## config.mk

```make
export PLATFORM = sky130hd
export DESIGN_NAME = cache_fill_ctrl
export DESIGN_NICKNAME = d
export VERILOG_FILES = /design/src/rtl/cfill_pkg.sv /design/src/rtl/cfill_tag_array.sv /design/src/rtl/cfill_data_array.sv /design/src/rtl/cfill_ctrl_fsm.sv /design/src/rtl/cache_fill_ctrl.sv
export SDC_FILE = /design/constraint.sdc
export NUM_CORES = 2
export LEC_CHECK = 0
export BUFFER_PORTS_ARGS = -buffer_cell sky130_fd_sc_hd__buf_2
export CORE_MARGIN = 1.5
export CORE_UTILIZATION = 40
export CTS_BUF_LIST = sky130_fd_sc_hd__clkbuf_4
export CTS_CLUSTER_SIZE = 24
export DETAILED_ROUTE_END_ITERATION = 12
export GPL_TIMING_DRIVEN = 1
export RECOVER_POWER = 50
export SYNTH_ARGS = -nofsm -noshare
export SYNTH_HDL_FRONTEND = slang
export SYNTH_SLANG_ARGS = --single-unit
```

## constraint.sdc

```tcl
create_clock -name clk -period 6.1 [get_ports clk]
set_input_delay 0.61 -clock clk [delete_from_list [all_inputs] [get_ports clk]]
set_output_delay 0.61 -clock clk [all_outputs]
set_load 0.05 [all_outputs]
```

## src/rtl/cfill_pkg.sv

```systemverilog
package cfill_pkg;

    localparam int BYTE_OFF_W = 2;

    typedef enum logic [1:0] {
        ST_IDLE   = 2'd0,
        ST_LOOKUP = 2'd1,
        ST_FILL   = 2'd2
    } fill_state_e;

endpackage

```

## src/rtl/cfill_tag_array.sv

```systemverilog
module cfill_tag_array #(
    parameter int LINES       = 16,
    parameter int WORDS       = 4,
    parameter int TAG_W       = 24,
    parameter int FC_W        = 3,
    parameter bit INSTR_CACHE = 1'b0,
    localparam int LINE_W     = $clog2(LINES),
    localparam int ENT_W      = $clog2(WORDS)
) (
    input  logic              clk,
    input  logic              rst_n,
    input  logic [LINE_W-1:0] look_line,
    input  logic [TAG_W-1:0]  look_tag,
    input  logic [FC_W-1:0]   look_fc,
    output logic              tag_match,
    output logic [WORDS-1:0]  valid_vec,
    input  logic              alloc_we,
    input  logic [TAG_W-1:0]  alloc_tag,
    input  logic [FC_W-1:0]   alloc_fc,
    input  logic              set_we,
    input  logic [ENT_W-1:0]  set_entry
);

    localparam int KEY_W = INSTR_CACHE ? 1 : FC_W;

    logic [TAG_W-1:0] tag_q   [LINES];
    logic [KEY_W-1:0] key_q   [LINES];
    logic [WORDS-1:0] valid_q [LINES];
    logic [KEY_W-1:0] look_key;
    logic [KEY_W-1:0] alloc_key;

    generate
        if (INSTR_CACHE) begin : g_instr_key
            assign look_key  = look_fc[FC_W-1];
            assign alloc_key = alloc_fc[FC_W-1];
        end else begin : g_data_key
            assign look_key  = look_fc;
            assign alloc_key = alloc_fc;
        end
    endgenerate

    always_ff @(posedge clk or negedge rst_n) begin
        if (!rst_n) begin
            for (int i = 0; i < LINES; i++) begin
                tag_q[i]   <= '0;
                key_q[i]   <= '0;
                valid_q[i] <= '0;
            end
        end else begin
            if (alloc_we) begin
                tag_q[look_line]   <= alloc_tag;
                key_q[look_line]   <= alloc_key;
                valid_q[look_line] <= '0;
            end else if (set_we) begin
                valid_q[look_line][set_entry] <= 1'b1;
            end
        end
    end

    assign tag_match = (tag_q[look_line] == look_tag) && (key_q[look_line] == look_key);
    assign valid_vec = valid_q[look_line];

    AST_ALLOC_CLEARS: assert property (@(posedge clk) disable iff (!rst_n)
        alloc_we |=> (look_line != $past(look_line) || valid_vec == '0));

    AST_SET_STICKS: assert property (@(posedge clk) disable iff (!rst_n)
        set_we |=> valid_q[$past(look_line)][$past(set_entry)]);

endmodule

```

## src/rtl/cfill_data_array.sv

```systemverilog
module cfill_data_array #(
    parameter int LINES   = 16,
    parameter int WORDS   = 4,
    parameter int DATA_W  = 32,
    localparam int LINE_W = $clog2(LINES),
    localparam int ENT_W  = $clog2(WORDS)
) (
    input  logic              clk,
    input  logic [LINE_W-1:0] line,
    input  logic              wr_en,
    input  logic [ENT_W-1:0]  wr_entry,
    input  logic [DATA_W-1:0] wr_data,
    input  logic [ENT_W-1:0]  rd_entry,
    output logic [DATA_W-1:0] rd_data
);

    logic [DATA_W-1:0] mem_q [LINES][WORDS];

    always_ff @(posedge clk) begin
        if (wr_en) begin
            mem_q[line][wr_entry] <= wr_data;
        end
    end

    assign rd_data = mem_q[line][rd_entry];

endmodule

```

## src/rtl/cfill_ctrl_fsm.sv

```systemverilog
module cfill_ctrl_fsm
    import cfill_pkg::*;
#(
    parameter int ADDR_W  = 32,
    parameter int DATA_W  = 32,
    parameter int FC_W    = 3,
    parameter int LINE_W  = 4,
    parameter int ENT_W   = 2,
    parameter int WORDS   = 4,
    localparam int TAG_W  = ADDR_W - BYTE_OFF_W - ENT_W - LINE_W
) (
    input  logic                     clk,
    input  logic                     rst_n,
    input  logic                     cache_en,
    input  logic                     burst_en,
    input  logic                     req_valid,
    input  logic [ADDR_W-1:BYTE_OFF_W] req_addr,
    input  logic [FC_W-1:0]          req_fc,
    output logic                     req_ready,
    output logic                     resp_valid,
    output logic                     resp_err,
    output logic [DATA_W-1:0]        resp_data,
    output logic                     bus_req,
    output logic                     bus_burst,
    output logic [ADDR_W-1:BYTE_OFF_W] bus_addr,
    input  logic                     bus_cback,
    input  logic                     bus_sterm,
    input  logic                     bus_berr,
    input  logic [DATA_W-1:0]        bus_data,
    input  logic                     tag_match,
    input  logic [WORDS-1:0]         valid_vec,
    input  logic [DATA_W-1:0]        rd_data,
    output logic [LINE_W-1:0]        lk_line,
    output logic [TAG_W-1:0]         lk_tag,
    output logic [FC_W-1:0]          lk_fc,
    output logic [ENT_W-1:0]         rd_entry,
    output logic                     alloc_we,
    output logic                     set_we,
    output logic [ENT_W-1:0]         set_entry
);

    localparam int ENT_LSB  = BYTE_OFF_W;
    localparam int LINE_LSB = ENT_LSB + ENT_W;
    localparam int TAG_LSB  = LINE_LSB + LINE_W;
    localparam logic [ENT_W-1:0] LAST_BEAT = ENT_W'(WORDS - 1);

    fill_state_e state_q, state_d;
    logic [ADDR_W-1:BYTE_OFF_W] addr_q, addr_d;
    logic [FC_W-1:0]  fc_q, fc_d;
    logic             burst_q, burst_d;
    logic             alloc_q, alloc_d;
    logic [ENT_W-1:0] beat_q, beat_d;
    logic [ENT_W-1:0] ent_q, ent_d;

    logic             hit;
    logic             line_empty;
    logic             term;
    logic             more;

    assign lk_line  = addr_q[LINE_LSB +: LINE_W];
    assign lk_tag   = addr_q[ADDR_W-1:TAG_LSB];
    assign lk_fc    = fc_q;
    assign rd_entry = addr_q[ENT_LSB +: ENT_W];

    assign hit        = cache_en && tag_match && valid_vec[rd_entry];
    assign line_empty = (valid_vec == '0);
    assign term       = bus_sterm || bus_berr;
    assign more       = burst_q && bus_cback && !bus_berr && (beat_q != LAST_BEAT);

    // Next state and context
    always_comb begin
        state_d = state_q;
        addr_d  = addr_q;
        fc_d    = fc_q;
        burst_d = burst_q;
        alloc_d = alloc_q;
        beat_d  = beat_q;
        ent_d   = ent_q;
        unique case (state_q)
            ST_IDLE: begin
                if (req_valid) begin
                    addr_d  = req_addr;
                    fc_d    = req_fc;
                    state_d = ST_LOOKUP;
                end
            end
            ST_LOOKUP: begin
                if (hit) begin
                    state_d = ST_IDLE;
                end else begin
                    burst_d = cache_en && burst_en && (!tag_match || line_empty);
                    alloc_d = cache_en;
                    beat_d  = '0;
                    ent_d   = rd_entry;
                    state_d = ST_FILL;
                end
            end
            ST_FILL: begin
                if (term) begin
                    if (more) begin
                        beat_d = beat_q + 1'b1;
                        ent_d  = ent_q + 1'b1;
                    end else begin
                        state_d = ST_IDLE;
                    end
                end
            end
            default: state_d = ST_IDLE;
        endcase
    end

    // State register
    always_ff @(posedge clk or negedge rst_n) begin
        if (!rst_n) begin
            state_q <= ST_IDLE;
            addr_q  <= '0;
            fc_q    <= '0;
            burst_q <= 1'b0;
            alloc_q <= 1'b0;
            beat_q  <= '0;
            ent_q   <= '0;
        end else begin
            state_q <= state_d;
            addr_q  <= addr_d;
            fc_q    <= fc_d;
            burst_q <= burst_d;
            alloc_q <= alloc_d;
            beat_q  <= beat_d;
            ent_q   <= ent_d;
        end
    end

    // Outputs
    always_comb begin
        req_ready  = 1'b0;
        resp_valid = 1'b0;
        resp_err   = 1'b0;
        resp_data  = '0;
        bus_req    = 1'b0;
        bus_burst  = 1'b0;
        bus_addr   = '0;
        alloc_we   = 1'b0;
        set_we     = 1'b0;
        set_entry  = ent_q;
        unique case (state_q)
            ST_IDLE: begin
                req_ready = 1'b1;
            end
            ST_LOOKUP: begin
                resp_valid = hit;
                resp_data  = hit ? rd_data : '0;
                alloc_we   = cache_en && !hit && !tag_match;
            end
            ST_FILL: begin
                bus_req    = 1'b1;
                bus_burst  = burst_q && (beat_q == '0);
                bus_addr   = {lk_tag, lk_line, ent_q};
                set_we     = alloc_q && bus_sterm && !bus_berr;
                resp_valid = term && (beat_q == '0);
                resp_err   = resp_valid && bus_berr;
                resp_data  = (resp_valid && !bus_berr) ? bus_data : '0;
            end
            default: ;
        endcase
    end

    AST_BURST_HAS_REQ: assert property (@(posedge clk) disable iff (!rst_n)
        bus_burst |-> bus_req);

    AST_RESP_ONCE: assert property (@(posedge clk) disable iff (!rst_n)
        resp_valid |=> !resp_valid);

    AST_ERR_WITH_RESP: assert property (@(posedge clk) disable iff (!rst_n)
        resp_err |-> resp_valid);

    AST_READY_ONLY_IDLE: assert property (@(posedge clk) disable iff (!rst_n)
        req_ready |-> (!bus_req && !resp_valid));

    AST_WRAP_ORDER: assert property (@(posedge clk) disable iff (!rst_n)
        (bus_req && bus_sterm && !bus_berr) |=>
            (!bus_req || bus_addr[ENT_LSB +: ENT_W] == ENT_W'($past(bus_addr[ENT_LSB +: ENT_W]) + 1'b1)));

    AST_LINE_FIXED: assert property (@(posedge clk) disable iff (!rst_n)
        (bus_req && $past(bus_req)) |-> (bus_addr[ADDR_W-1:LINE_LSB] == $past(bus_addr[ADDR_W-1:LINE_LSB])));

endmodule

```

## src/rtl/cache_fill_ctrl.sv

```systemverilog
module cache_fill_ctrl
    import cfill_pkg::*;
#(
    parameter int ADDR_W      = 32,
    parameter int DATA_W      = 32,
    parameter int FC_W        = 3,
    parameter int LINES       = 16,
    parameter int WORDS       = 4,
    parameter bit INSTR_CACHE = 1'b0
) (
    input  logic                       clk,
    input  logic                       rst_n,
    input  logic                       cache_en,
    input  logic                       burst_en,
    input  logic                       req_valid,
    input  logic [ADDR_W-1:BYTE_OFF_W] req_addr,
    input  logic [FC_W-1:0]            req_fc,
    output logic                       req_ready,
    output logic                       resp_valid,
    output logic                       resp_err,
    output logic [DATA_W-1:0]          resp_data,
    output logic                       bus_req,
    output logic                       bus_burst,
    output logic [ADDR_W-1:BYTE_OFF_W] bus_addr,
    input  logic                       bus_cback,
    input  logic                       bus_sterm,
    input  logic                       bus_berr,
    input  logic [DATA_W-1:0]          bus_data
);

    localparam int LINE_W = $clog2(LINES);
    localparam int ENT_W  = $clog2(WORDS);
    localparam int TAG_W  = ADDR_W - BYTE_OFF_W - ENT_W - LINE_W;

    logic              tag_match;
    logic [WORDS-1:0]  valid_vec;
    logic [DATA_W-1:0] rd_data;
    logic [LINE_W-1:0] lk_line;
    logic [TAG_W-1:0]  lk_tag;
    logic [FC_W-1:0]   lk_fc;
    logic [ENT_W-1:0]  rd_entry;
    logic              alloc_we;
    logic              set_we;
    logic [ENT_W-1:0]  set_entry;

    cfill_ctrl_fsm #(
        .ADDR_W(ADDR_W), .DATA_W(DATA_W), .FC_W(FC_W),
        .LINE_W(LINE_W), .ENT_W(ENT_W), .WORDS(WORDS)
    ) u_fsm (
        .clk(clk), .rst_n(rst_n),
        .cache_en(cache_en), .burst_en(burst_en),
        .req_valid(req_valid), .req_addr(req_addr), .req_fc(req_fc),
        .req_ready(req_ready), .resp_valid(resp_valid), .resp_err(resp_err),
        .resp_data(resp_data),
        .bus_req(bus_req), .bus_burst(bus_burst), .bus_addr(bus_addr),
        .bus_cback(bus_cback), .bus_sterm(bus_sterm), .bus_berr(bus_berr),
        .bus_data(bus_data),
        .tag_match(tag_match), .valid_vec(valid_vec), .rd_data(rd_data),
        .lk_line(lk_line), .lk_tag(lk_tag), .lk_fc(lk_fc), .rd_entry(rd_entry),
        .alloc_we(alloc_we), .set_we(set_we), .set_entry(set_entry)
    );

    cfill_tag_array #(
        .LINES(LINES), .WORDS(WORDS), .TAG_W(TAG_W), .FC_W(FC_W),
        .INSTR_CACHE(INSTR_CACHE)
    ) u_tags (
        .clk(clk), .rst_n(rst_n),
        .look_line(lk_line), .look_tag(lk_tag), .look_fc(lk_fc),
        .tag_match(tag_match), .valid_vec(valid_vec),
        .alloc_we(alloc_we), .alloc_tag(lk_tag), .alloc_fc(lk_fc),
        .set_we(set_we), .set_entry(set_entry)
    );

    cfill_data_array #(
        .LINES(LINES), .WORDS(WORDS), .DATA_W(DATA_W)
    ) u_data (
        .clk(clk), .line(lk_line),
        .wr_en(set_we), .wr_entry(set_entry), .wr_data(bus_data),
        .rd_entry(rd_entry), .rd_data(rd_data)
    );

endmodule

```

==> qor.yml <==
grt.overflow.total: 0
seq_area_mm2: 0.07496
swShare_pct: 31.60
core_mm2: 0.2569
slew_headroom_pct: -198.5
dr.pass1.iters: 6
numCtsBuffers: 660
crit_path_frequent_cell: "buf_12"
final_common_cell: "edfxtp_1"
antenna_found_initial: 16
die_h_um: 511.3
tritoncts: "done"
area_growth_pct: 15.42
critPathArrivalTime_ns: 5.33
async_flop_share_pct: 20.77
dr_total_vias: 57398
timing.rr.start: "u_fsm.addr_q[5]"
layout_common_cells: "edfxtp_1 (2,048), clkbuf_4 (957), mux4_2 (777)"
r2r-end: "u_tags.tag_q[325]"
p_leak_nw: 40.74
p_switching_w: 0.01651
place_area_mm2: 0.1098
violations: "capacitance limit, slew limit"
nFillCells: 21799
routedWlPerCell_um: 32.56
end_kind: "output pin"
gp_congestion: 0.8025
drive_above_1_share_pct: 38.11
hold_path_depth: 3
die_area_mm2: 0.2614
yosysWarnings: 0
drc_errors: 0
clockBufferDepth: 4
ant_nets: 0
critical_path.top_delay_family: "buffers and inverters"
start_util_pct: 40.22
multi_input_area_mm2: 0.02712
ys_ff_latch: 2585
worstPathRequired_ns: 5.49
nets: 5703
p_int_w: 0.03573
min_from: "req_addr[3]"
power_frac_comb_pct: 31.6
period_share_pct: 97.39
p_seq_share_pct: 40.8
yosysTopAreaCellShare_pct: 59.51
p_per_area_mw_per_mm2: 438.0
die_w_um: 511.3
synth_edf_count: 2048
ioPinCount: 140
synth_top_cell_by_area: "edfxtp_1"
root_buffer: "clkbuf_4"
maxSlewViolCount: 2450
routed_via_density: 6.080
ir_drop_uv: 431.2
grt_max_degree: 194
stdcell_area_mm2: 0.1193
cts_max_level: 6
syn_area_mm2: 0.1033
start_kind: "register"
dp.cells: 8214
hpwl_um: 163700
grt_pass1_wl_um: 436200
cap_viol_max_count: 34
cp_num_buf_inv: 7
drt-total-wl_um: 307400
status: "finished, violations left"
fin_worst_skew_ns: 0.1056
max_stage_delay_ns: 0.57
crit_chain: "buf_12 > buf_8 > mux4_2 > nor2_2 > a221oi_1 > mux4_2 > a211o_1 > inv_1 > or4_4 > buf_12 > buf_4 > o21ai_1 > buf_4 > buf_12"
reg2reg_setup_slack_ns: 1.40
clkTransAtPathRegs_ns: 0.07
drtIter0Drc: 6837
synth_area_per_cell_um2: 21.21
hp-class: "input pin to register"
synth_nets: 4953
cp_slowest_cell: "dfrtp_4"
synth_cells: 4871
fin_cells: 9441
fmax_ghz: 0.1683
ys_top_cells_by_area: "edfxtp_1 (60%), mux4_2 (17%), dfrtp_1 (13%)"
final-hold-violation-count: 0
crit_fanout: 21
synth_ff_type: "edfxtp_1"
worst_slew_pin_slew_ns: 4.477
ys_seq_area_share_pct: 72.52
grt_usage_pct: 23.29
layout_min_cycle_time_ns: 5.941
port_buffers: 139
hold_end: "u_fsm.addr_q[3]"
setup_viol: 0
cts_sinks: 2585
tns_ns: 0
clkLatencyLatePin_ns: 1.38
ys_types: 58
grt_pass1_vias: 59142
rows: 186
p_clk_share_pct: 27.6
critPathKind: "register to output pin"
r2r_cells: 13
-- synthesized netlist by cell type, types with 31 or more instances --
library cell / instances
mux2i_1: 83
nand2_1: 103
mux2_2: 37
o21ai_0: 34
buf_6: 42
mux4_2: 777
clkbuf_1: 185
buf_1: 49
edfxtp_1: 2048
dfrtp_1: 537
buf_2: 133
and3_1: 31
nor2_1: 90
a32o_1: 432
o21a_1: 65
and2_1: 33
-- flip-flops by register name (all words and copies together) (netlist names), 2 cells and up --
name,count
u_fsm.lk_fc,3
u_fsm.set_entry,2
u_tags.valid_q,64
u_fsm.addr_q,30
u_data.mem_q,2048
u_fsm.state_q,2
u_fsm.beat_q,2
u_tags.tag_q,384
u_tags.key_q,48
-- routing by layer --
metal | global-route usage [%] | up-vias | share of wire (%)
met3 | 4.738 | 628 | 8.6
met2 | 37.69 | 3141 | 49
met5 | 0 | - | 0.022
li1 | - | 22642 | -
met4 | 8.005 | 10 | 3.3
met1 | 31.41 | 30977 | 39
-- through the flow --
| stage | utilization, % | hold WS [ns] | total power (W) | setup slack (ns) |
|---|---|---|---|---|
| 2_1_floorplan | - | 0.3144 | 0.03236 | 1.412 |
| 3_3_place_gp | 42.72 | 0.4675 | 0.03750 | 0.2845 |
| 5_1_grt | 46.42 | 0.02957 | 0.05434 | -0.01425 |
| 6_report | 46.42 | 0.1317 | 0.05224 | 0.1590 |
| 4_1_cts | 46.44 | 0.002545 | 0.05256 | -0.02831 |
| 3_5_place_dp | 42.72 | 0.4744 | 0.03765 | 0.3153 |
-- power groups by stage --
stage          logic [W]  clock network (W)  registers [W]
2_1_floorplan     0.0113                  0         0.0211
3_3_place_gp      0.0157                  0         0.0218
3_5_place_dp      0.0158                  0         0.0218
4_1_cts           0.0166             0.0147         0.0212
5_1_grt           0.0173             0.0156         0.0214
6_report          0.0165             0.0144         0.0213
-- area by class of cell --
class | instances | area share [%]
diodes | 11 | 0.02308
clock buffers | 956 | 6.017
clock inverters | 131 | 0.6661
inverters | 15 | 0.04826
multi-input cells | 1855 | 22.74
flip-flops and latches | 2585 | 62.84
well taps | 3384 | 3.550
repair buffers | 504 | 4.112
-- worst reg2reg max path, stage by stage (launching register included) --
cell and delay (ns):
dfrtp_4 0.45, buf_12 0.12, buf_12 0.21, buf_8 0.20, mux4_2 0.50, mux2i_1 0.19
xnor2_1 0.09, nor3_1 0.18, o22ai_1 0.19, a2111o_2 0.52, buf_4 0.30, o211ai_4 1.12
buf_4 0.39, a32o_1 0.15
-- how the worst max path moves through the flow --
stage	from	slack [ns]	depth (start not counted)	end
CTS	u_fsm.addr_q[5]	-0.03	11	resp_data[11]
global placement	u_fsm.addr_q[4]	0.28	13	resp_data[22]
finish	u_fsm.addr_q[4]	0.16	14	resp_data[13]
detailed placement	u_fsm.addr_q[4]	0.32	13	resp_data[22]
floorplan	u_fsm.addr_q[6]	1.41	10	resp_valid
global route	u_fsm.addr_q[4]	-0.01	14	resp_data[13]
-- logic make-up after synthesis --
group / after synthesis / synth area share [%]
adders and majority gates: 9 / 0.1090
buffers and inverters: 431 / 2.057
DFF: 2585 / 72.52
AOI/OAI and AO/OA: 604 / 5.470
muxes: 897 / 18.14
xor gates and xnor gates: 38 / 0.3221
and+or+nand+nor: 307 / 1.384
-- repair_timing --
item,4_1_cts,5_1_grt
resized for setup,61,7
setup endpoints to repair,33,20
pin swaps,2,2
buffers inserted,21,1
gates cloned,2,0
hold buffers,105,0
endpoints found under the hold margin,1723,0
No activity file was read; power rests on OpenSTA's default activity.
